`src/rtl/ilim_pkg.sv`:
```
package ilim_pkg;
  localparam int unsigned LEVEL_W = 4;
  localparam int unsigned PCT_W   = 7;

  typedef enum logic [2:0] {
    ST_IDLE,
    ST_FIRST,
    ST_WINDOW,
    ST_REJECT,
    ST_LOCKED
  } dec_state_e;

  typedef logic [LEVEL_W-1:0] level_t;
endpackage

```
`src/rtl/line_sync.sv`:
```
module line_sync #(
  parameter int unsigned STAGES = 2
) (
  input  logic clk_i,
  input  logic rst_ni,
  input  logic d_i,
  output logic q_o
);
  logic [STAGES-1:0] sync_q;

  generate
    for (genvar i = 0; i < STAGES; i++) begin : g_stage
      if (i == 0) begin : g_first
        always_ff @(posedge clk_i or negedge rst_ni)
          if (!rst_ni) sync_q[i] <= 1'b0;
          else         sync_q[i] <= d_i;
      end else begin : g_next
        always_ff @(posedge clk_i or negedge rst_ni)
          if (!rst_ni) sync_q[i] <= 1'b0;
          else         sync_q[i] <= sync_q[i-1];
      end
    end
  endgenerate

  assign q_o = sync_q[STAGES-1];
endmodule

```
`src/rtl/burst_ctrl.sv`:
```
module burst_ctrl
  import ilim_pkg::*;
#(
  parameter int unsigned FIRST_MIN_CYC = 750,
  parameter int unsigned WINDOW_CYC    = 10000
) (
  input  logic   clk_i,
  input  logic   rst_ni,
  input  logic   line_s_i,
  output level_t level_o,
  output logic   ready_o,
  output logic   done_o
);
  localparam int unsigned TIMER_W = $clog2(WINDOW_CYC + 1);
  localparam level_t      CNT_MAX = '1;

  dec_state_e       state_q, state_n;
  logic [TIMER_W-1:0] timer_q, timer_n;
  level_t           cnt_q, cnt_n, level_q, level_n;
  logic             ready_q, ready_n, done_n, done_q;
  logic             line_d_q;
  logic             rise, expire;

  assign rise   = line_s_i & ~line_d_q;
  assign expire = (timer_q == TIMER_W'(WINDOW_CYC));

  always_comb begin
    state_n = state_q;
    timer_n = timer_q;
    cnt_n   = cnt_q;
    level_n = level_q;
    ready_n = ready_q;
    done_n  = 1'b0;
    unique case (state_q)
      ST_IDLE: begin
        level_n = '0;
        ready_n = 1'b0;
        if (rise) begin
          state_n = ST_FIRST;
          timer_n = TIMER_W'(1);   // rise cycle is the first high cycle
          cnt_n   = '0;
        end
      end
      ST_FIRST, ST_WINDOW, ST_REJECT: begin
        timer_n = timer_q + 1'b1;
        if (expire) begin
          timer_n = '0;
          if (line_s_i) begin
            state_n = ST_LOCKED;
            level_n = (state_q == ST_WINDOW) ? cnt_q : '0;
            ready_n = 1'b1;
            done_n  = 1'b1;
          end else begin
            state_n = ST_IDLE;
          end
        end else if (state_q == ST_FIRST) begin
          if (!line_s_i)
            state_n = (timer_q >= TIMER_W'(FIRST_MIN_CYC)) ? ST_WINDOW : ST_REJECT;
        end else if (state_q == ST_WINDOW) begin
          if (rise && cnt_q != CNT_MAX) cnt_n = cnt_q + 1'b1;
        end
      end
      ST_LOCKED: begin
        if (!line_s_i) begin
          state_n = ST_IDLE;
          level_n = '0;
          ready_n = 1'b0;
        end
      end
      default: state_n = ST_IDLE;
    endcase
  end

  always_ff @(posedge clk_i or negedge rst_ni) begin
    if (!rst_ni) begin
      state_q  <= ST_IDLE;
      timer_q  <= '0;
      cnt_q    <= '0;
      level_q  <= '0;
      ready_q  <= 1'b0;
      done_q   <= 1'b0;
      line_d_q <= 1'b0;
    end else begin
      state_q  <= state_n;
      timer_q  <= timer_n;
      cnt_q    <= cnt_n;
      level_q  <= level_n;
      ready_q  <= ready_n;
      done_q   <= done_n;
      line_d_q <= line_s_i;
    end
  end

  assign level_o = level_q;
  assign ready_o = ready_q;
  assign done_o  = done_q;


  hold_level_chk: assert property (@(posedge clk_i) disable iff (!rst_ni)
    ready_q && $past(ready_q) |-> $stable(level_q));


  strobe_single_chk: assert property (@(posedge clk_i) disable iff (!rst_ni)
    done_q |-> ready_q && !$past(ready_q));


  strobe_on_rise_chk: assert property (@(posedge clk_i) disable iff (!rst_ni)
    $rose(ready_q) |-> done_q);


  idle_clear_chk: assert property (@(posedge clk_i) disable iff (!rst_ni)
    !ready_q |-> level_q == '0);


  window_bound_chk: assert property (@(posedge clk_i) disable iff (!rst_ni)
    timer_q <= TIMER_W'(WINDOW_CYC));


  low_drops_ready_chk: assert property (@(posedge clk_i) disable iff (!rst_ni)
    ready_q && !line_s_i |=> !ready_q);
endmodule

```
`src/rtl/pct_lookup.sv`:
```
module pct_lookup
  import ilim_pkg::*;
(
  input  level_t           level_i,
  output logic [PCT_W-1:0] pct_o
);
  always_comb begin
    unique case (level_i)
      4'd0:  pct_o = 7'd100;
      4'd1:  pct_o = 7'd95;
      4'd2:  pct_o = 7'd90;
      4'd3:  pct_o = 7'd86;
      4'd4:  pct_o = 7'd81;
      4'd5:  pct_o = 7'd76;
      4'd6:  pct_o = 7'd71;
      4'd7:  pct_o = 7'd67;
      4'd8:  pct_o = 7'd62;
      4'd9:  pct_o = 7'd57;
      4'd10: pct_o = 7'd52;
      4'd11: pct_o = 7'd48;
      4'd12: pct_o = 7'd43;
      4'd13: pct_o = 7'd38;
      4'd14: pct_o = 7'd33;
      default: pct_o = 7'd29;
    endcase
  end
endmodule

```
`src/rtl/ilim_burst_decoder.sv`:
```
module ilim_burst_decoder
  import ilim_pkg::*;
#(
  parameter int unsigned SYNC_STAGES   = 2,
  parameter int unsigned FIRST_MIN_CYC = 750,
  parameter int unsigned WINDOW_CYC    = 10000
) (
  input  logic         clk_i,
  input  logic         rst_ni,
  input  logic         prog_line_i,
  output logic [3:0]   level_o,
  output logic [6:0]   pct_o,
  output logic         ready_o,
  output logic         setup_done_o
);
  logic   line_s;
  level_t level;

  line_sync #(.STAGES(SYNC_STAGES)) u_sync (
    .clk_i  (clk_i),
    .rst_ni (rst_ni),
    .d_i    (prog_line_i),
    .q_o    (line_s)
  );

  burst_ctrl #(
    .FIRST_MIN_CYC (FIRST_MIN_CYC),
    .WINDOW_CYC    (WINDOW_CYC)
  ) u_ctrl (
    .clk_i    (clk_i),
    .rst_ni   (rst_ni),
    .line_s_i (line_s),
    .level_o  (level),
    .ready_o  (ready_o),
    .done_o   (setup_done_o)
  );

  pct_lookup u_pct (
    .level_i (level),
    .pct_o   (pct_o)
  );

  assign level_o = level;


  pct_full_scale_chk: assert property (@(posedge clk_i) disable iff (!rst_ni)
    !ready_o |-> pct_o == 7'd100);
endmodule

```
`config.mk`:
```
export PLATFORM = sky130hd
export DESIGN_NAME = ilim_burst_decoder
export DESIGN_NICKNAME = d
export VERILOG_FILES = /design/src/rtl/ilim_pkg.sv /design/src/rtl/line_sync.sv /design/src/rtl/burst_ctrl.sv /design/src/rtl/pct_lookup.sv /design/src/rtl/ilim_burst_decoder.sv
export SDC_FILE = /design/constraint.sdc
export NUM_CORES = 1
export LEC_CHECK = 0
export ABC_AREA = 1
export BUFFER_PORTS_ARGS = -buffer_cell sky130_fd_sc_hd__buf_2
export CAP_MARGIN = 10
export CORE_MARGIN = 8
export CORE_UTILIZATION = 39
export DETAILED_ROUTE_END_ITERATION = 10
export SYNTH_ARGS = -nofsm -noshare
export SYNTH_HDL_FRONTEND = slang
export SYNTH_HIERARCHICAL = 1
export SYNTH_SLANG_ARGS = --single-unit
```
`constraint.sdc`:
```
create_clock -name clk_i -period 1.7 [get_ports clk_i]
set_input_delay 0.085 -clock clk_i [delete_from_list [all_inputs] [get_ports clk_i]]
set_output_delay 0.085 -clock clk_i [all_outputs]
set_load 0.05 [all_outputs]
```
# Yosys cells after proc, flatten, opt, wreduce, memory -nomap -nowiden
# Memory sizes are Yosys's and may differ from the RTL's.
# Cells that the tools add are included.
# Widths: inputs -> output; s select.
[word_totals]
reg_bits = 30
mem_bits_ro = 112
input_bits = 3
output_inout_bits = 13
mem_count = 1
[op_classes]
add_sub_neg = 2
order_cmp = 1
n_eq_ne = 16
n_mux = 29
bitwise = 2
reduce_logical = 9
[memory_table]
columns = ["memory", "depth", "word_bits", "read_ports", "rd_ports_with_merged_regs", "wr", "line_no", "text"]
rows = [
  ["(name not given)", 16, 7, 1, 0, 0, "pct_lookup.sv:8", "unique case (level_i)"],
]
[ops]
columns = ["cell", "count"]
rows = [
  ["$mux 4", 9],
  ["$mux 14", 2],
  ["$pmux 14 s2", 1],
  ["$mux 3", 6],
  ["$add 14x1->14 const B", 1],
  ["$eq 14x14->1 const B", 1],
  ["$ge 14x10->1 const B", 1],
  ["$pmux 4 s3", 1],
  ["$pmux 3 s3", 1],
  ["$ne 2x1->1 const B", 4],
  ["$ne 2x2->1 const B", 4],
  ["$pmux 4 s2", 1],
  ["$reduce_and 4->1", 2],
  ["$mux 1", 7],
  ["$eq 3x2->1 const B", 2],
  ["$reduce_and 6->1", 1],
  ["$add 4x1->4 const B", 1],
  ["$ne 4x4->1 const B", 1],
  ["$eq 3x1->1 const B", 1],
  ["$eq 3x3->1 const B", 1],
  ["$logic_not 3->1", 1],
  ["$ne 3x1->1 const B", 1],
  ["$ne 3x2->1 const B", 1],
  ["$pmux 1 s3", 1],
  ["other kinds (7)", 7],
]

# Logic depth before layout (Yosys ltp)
[depth]
depth_word = 8
ltp_mapped = 11
depth_no_buf = 11

# Hierarchy
# The synthesis kept the hierarchy.
[by_module_without_submodules]
columns = ["mod", "instances", "cells_each", "area_each_um2", "seq_area_each_um2"]
rows = [
  ["burst_ctrl", 1, 225, 1697.9, 700.7],
  ["pct_lookup", 1, 44, 259.0, 0.0],
  ["line_sync", 1, 2, 50.0, 50.0],
]

# Worst setup path before layout
# Ideal clock, no wire load.
[synth_timing]
kind = "reg2out"
from = "register u_ctrl.level_q[3] (netlist: u_ctrl/level_o[3])"
to = "output pct_o[5]"
arrival_time_ps = 1979
path_slack_ps = -364
path_stages_with_launch = 3
path_buffers = 0
path_cell_list = "dfrtp_1 inv_1 a21boi_1"
[synth_between]
elab_chain_cells = 1
[synth_lines]
columns = ["item", "line_no", "text"]
rows = [
  ["start: declaration", "burst_ctrl.sv:19", "level_t cnt_q, cnt_n, level_q, level_n;"],
  ["start signal: assignment", "burst_ctrl.sv:87", "level_q <= level_n;"],
  ["$mem_v2 16x7", "n/a", ""],
  ["end: declaration", "ilim_burst_decoder.sv:12", "output logic [6:0] pct_o,"],
]
# No other way between the ends.

# Worst setup path in the final report
[layout_timing]
from = "register u_ctrl.level_q[0] (netlist: u_ctrl/level_o[0])"
to = "output pct_o[5]"
# Same word-level chain as after synthesis.

==> results.ini <==
[place]
hpwl_mm = 3.59
globalplace.congestion = 0.952
dpl.cell_count = 358
place.port_buffers = 15

[setup_path]
worstPathMaxFanout = 7
rr_worst_depth = 11
crit_required_ns = 1.62
worst-setup-path-type = flip-flop to output port
timing.critical_path.arrival_ns = 1.53
startpoint_type = flip-flop
reg2reg_slack_ns = 0.11
r2r-start = u_ctrl/timer_q[1]$_DFFE_PN0P_
endpoint_kind = output port
r2r-end = u_ctrl/timer_q[7]$_DFFE_PN0P_

[hold_path]
min_to = u_sync/q_o$_DFF_PN0_
worstHoldPathCells = 0
hold_class = flip-flop to flip-flop
holdCritStartpoint = u_sync/sync_q[0]$_DFF_PN0_

[clock_network]
path_clk_slew_ns = 0.07
root_buffer = clkbuf_8
clk_latency_ns = 0.29
cts.sinks = 30
cts_buffer_depth = 2
cts_buffers = 5
htreeDepth = 2
cts_tree = yes

[power_and_ir_drop]
power_density_mw_per_mm2 = 1460
ir_worst_vdd_uv = 811
leakage_nw = 1.18

[synth]
synth_cell_types = 31
synth.area.top_cells = dfrtp_1, nand2_1, nand3_1, ha_1, inv_1
yosysSeqAreaShare_pct = 37.4
syn_area_sq_mm = 0.00201
syn-num-nets = 285
yosys_register_bits = 30
synth_top_area_share_pct = 37.4
syn_area_per_cell_sq_um = 7.41
synthCells = 271
yosysWarnings = 6
synth_area_leader_cell = dfrtp_1

[die]
die_h_microns = 87.7
fp.dieW_microns = 87.7
core-area_sq_mm = 0.00504
rows = 26
die_area_sq_mm = 0.00770
io_pins = 16
start_util_pct = 39.8

[detailed_routing]
drcViolationCount = 0
routed_wl_mm = 4.76
vias = 1839
vias_per_cell = 4.93
ant_nets = 0
wl_per_cell_microns = 12.8
drt-initial-drc-count = 65
firstDrtPassIters = 4

[sta]
worst_pin_slew_ns = 0.682
holdWs_ns = 0.357
fmax_mhz = 620
post-route-min-period_ns = 1.61
drv_slew = 0
setup-tns-final_ns = 0
max-slew-margin-rel_pct = 54.5
finalClockSkew_ns = 0.00508
setup_viol = 0
fin_crit_sh_pct = 94.9
finalHoldViolations = 0

[global_routing]
grt_first_pass_wirelength_mm = 8.03
grtUsageTotal_pct = 13.4
overflow = 0
antenna_found_initial = 0
grt_pass1_vias = 1773
grt_max_degree = 31

[layout]
instances_no_fill = 373
multi_input_area_sq_mm = 0.00111
finalNetCount = 316
final_layout_size_suffix_gt1_share_pct = 20.8
diodes = 0
ff_latch_area_sq_um = 753
area_delta_synth_final_pct = 18.9
fillers = 524
fin_util_pct = 47.3

[run_status]
status = complete, no violations

[flow_run]
max_cap_violations = 0

==> cell usage in the layout (no fill, tap or decap), types with 3 or more instances in the layout <==
cell | synthesis | final
nand2_1 | 81 | 81
nand3_1 | 29 | 28
dfrtp_1 | 30 | 28
inv_1 | 29 | 27
nor2_1 | 16 | 15
o21ai_1 | 15 | 15
buf_2 | 1 | 11
buf_4 | 0 | 10
ha_1 | 11 | 10
nand4_1 | 9 | 9
inv_2 | 7 | 8
clkbuf_8 | 0 | 6
nor3_1 | 6 | 6
o21ai_0 | 6 | 6
xor2_1 | 5 | 5
nand2_2 | 3 | 3
o22ai_1 | 3 | 3
==> timing repair <==
item / CTS / global route
pin swaps: 0 / 3
gates resized for setup: 2 / 10
buffers inserted: 0 / 5
hold buffers: 2 / 0
hold endpoints to repair: 31 / 0
endpoints found under the setup margin: 2 / 19
==> synth_stat cells <==
cell,instances
or2_2,2
buf_6,2
a31oi_2,1
nor3_2,1
o21ai_0,6
o22ai_1,3
inv_8,1
nand4_1,9
ha_1,11
inv_2,7
buf_2,1
nand2_1,81
o21a_1,1
nand3_1,29
o22ai_2,1
nor2_8,1
nand2_2,3
nor2_1,16
a21oi_1,2
nor2_4,2
xor2_1,5
o21ai_1,15
nor4_1,1
nor3_1,6
a22oi_2,1
or3_1,1
o21ai_4,1
a21boi_1,1
nor2_2,1
inv_1,29
dfrtp_1,30
==> logic make-up after synthesis <==
kind of cell / synth area share, %
adder cells (fa/ha/maj): 6.86
AND/OR/NAND/NOR: 34.8
flip-flops: 37.4
buffers and inverters: 8.67
AO/OA/AOI/OAI: 10.1
XOR/XNOR: 2.18
==> routing by layer <==
metal | track usage [%] | part of all wire [%]
met3 | 3.00 | 4.7
met5 | 0 | 0
met4 | 5.47 | 1.5
met2 | 23.5 | 48
met1 | 15.2 | 46
==> through the flow <==
step / cell area (sq um) / total power, mW / worst slack (ns)
4_1_cts: 2310 / 3.43 / 0.00114
6_report: 2390 / 3.49 / 0.0860
3_3_place_gp: 2190 / 2.77 / 0.178
5_1_grt: 2390 / 3.76 / -0.0163
2_1_floorplan: 2020 / 2.40 / 0.000227
3_5_place_dp: 2190 / 2.79 / 0.108
==> critical path, cell delays in order (launching register included) <==
cell	delay [ns]
dfrtp_2	0.41
buf_4	0.16
ha_1	0.19
nand2_1	0.06
a21boi_4	0.16
buf_2	0.27
==> state kept, by name, indices dropped and copies added, names as in the netlist <==
register         cells
u_ctrl/cnt_q         4
u_ctrl/level_o       4
u_ctrl/state_q       3
u_sync/q_o           1
u_ctrl/done_o        1
u_sync/sync_q        1
u_ctrl/ready_o       1
u_ctrl/line_d_q      1
u_ctrl/timer_q      14
==> final cells by class <==
cell class,instances,share of cell area (%)
Multi-Input combinational cell,201,46.7
Clock inverter,2,0.524
Sequential cell,30,31.6
Timing Repair Buffer,27,7.87
Inverter,37,6.24
Clock buffer,6,3.46
Tap cell,70,3.67
==> power by group <==
group          total [mW]  switching, mW  internal, mW
sequential           1.09          0.213         0.874
combinational        1.80           1.19         0.606
clock               0.602          0.277         0.325
==> how the worst max path moves through the flow <==
stage          slack [ns]  cells after the start                            end                          start
2_1_floorplan      0.0002                      3                       pct_o[1]  u_ctrl/level_o[3]$_DFFE_PN0P_
3_3_place_gp         0.18                     11  u_ctrl/timer_q[7]$_DFFE_PN0P_  u_ctrl/timer_q[1]$_DFFE_PN0P_
3_5_place_dp         0.11                     11  u_ctrl/level_o[3]$_DFFE_PN0P_  u_ctrl/timer_q[1]$_DFFE_PN0P_
4_1_cts             0.001                      8                       pct_o[3]  u_ctrl/level_o[1]$_DFFE_PN0P_
5_1_grt             -0.02                     11  u_ctrl/timer_q[7]$_DFFE_PN0P_  u_ctrl/timer_q[1]$_DFFE_PN0P_
6_report             0.09                      5                       pct_o[5]  u_ctrl/level_o[0]$_DFFE_PN0P_
No activity file was read; power rests on OpenSTA's default activity.
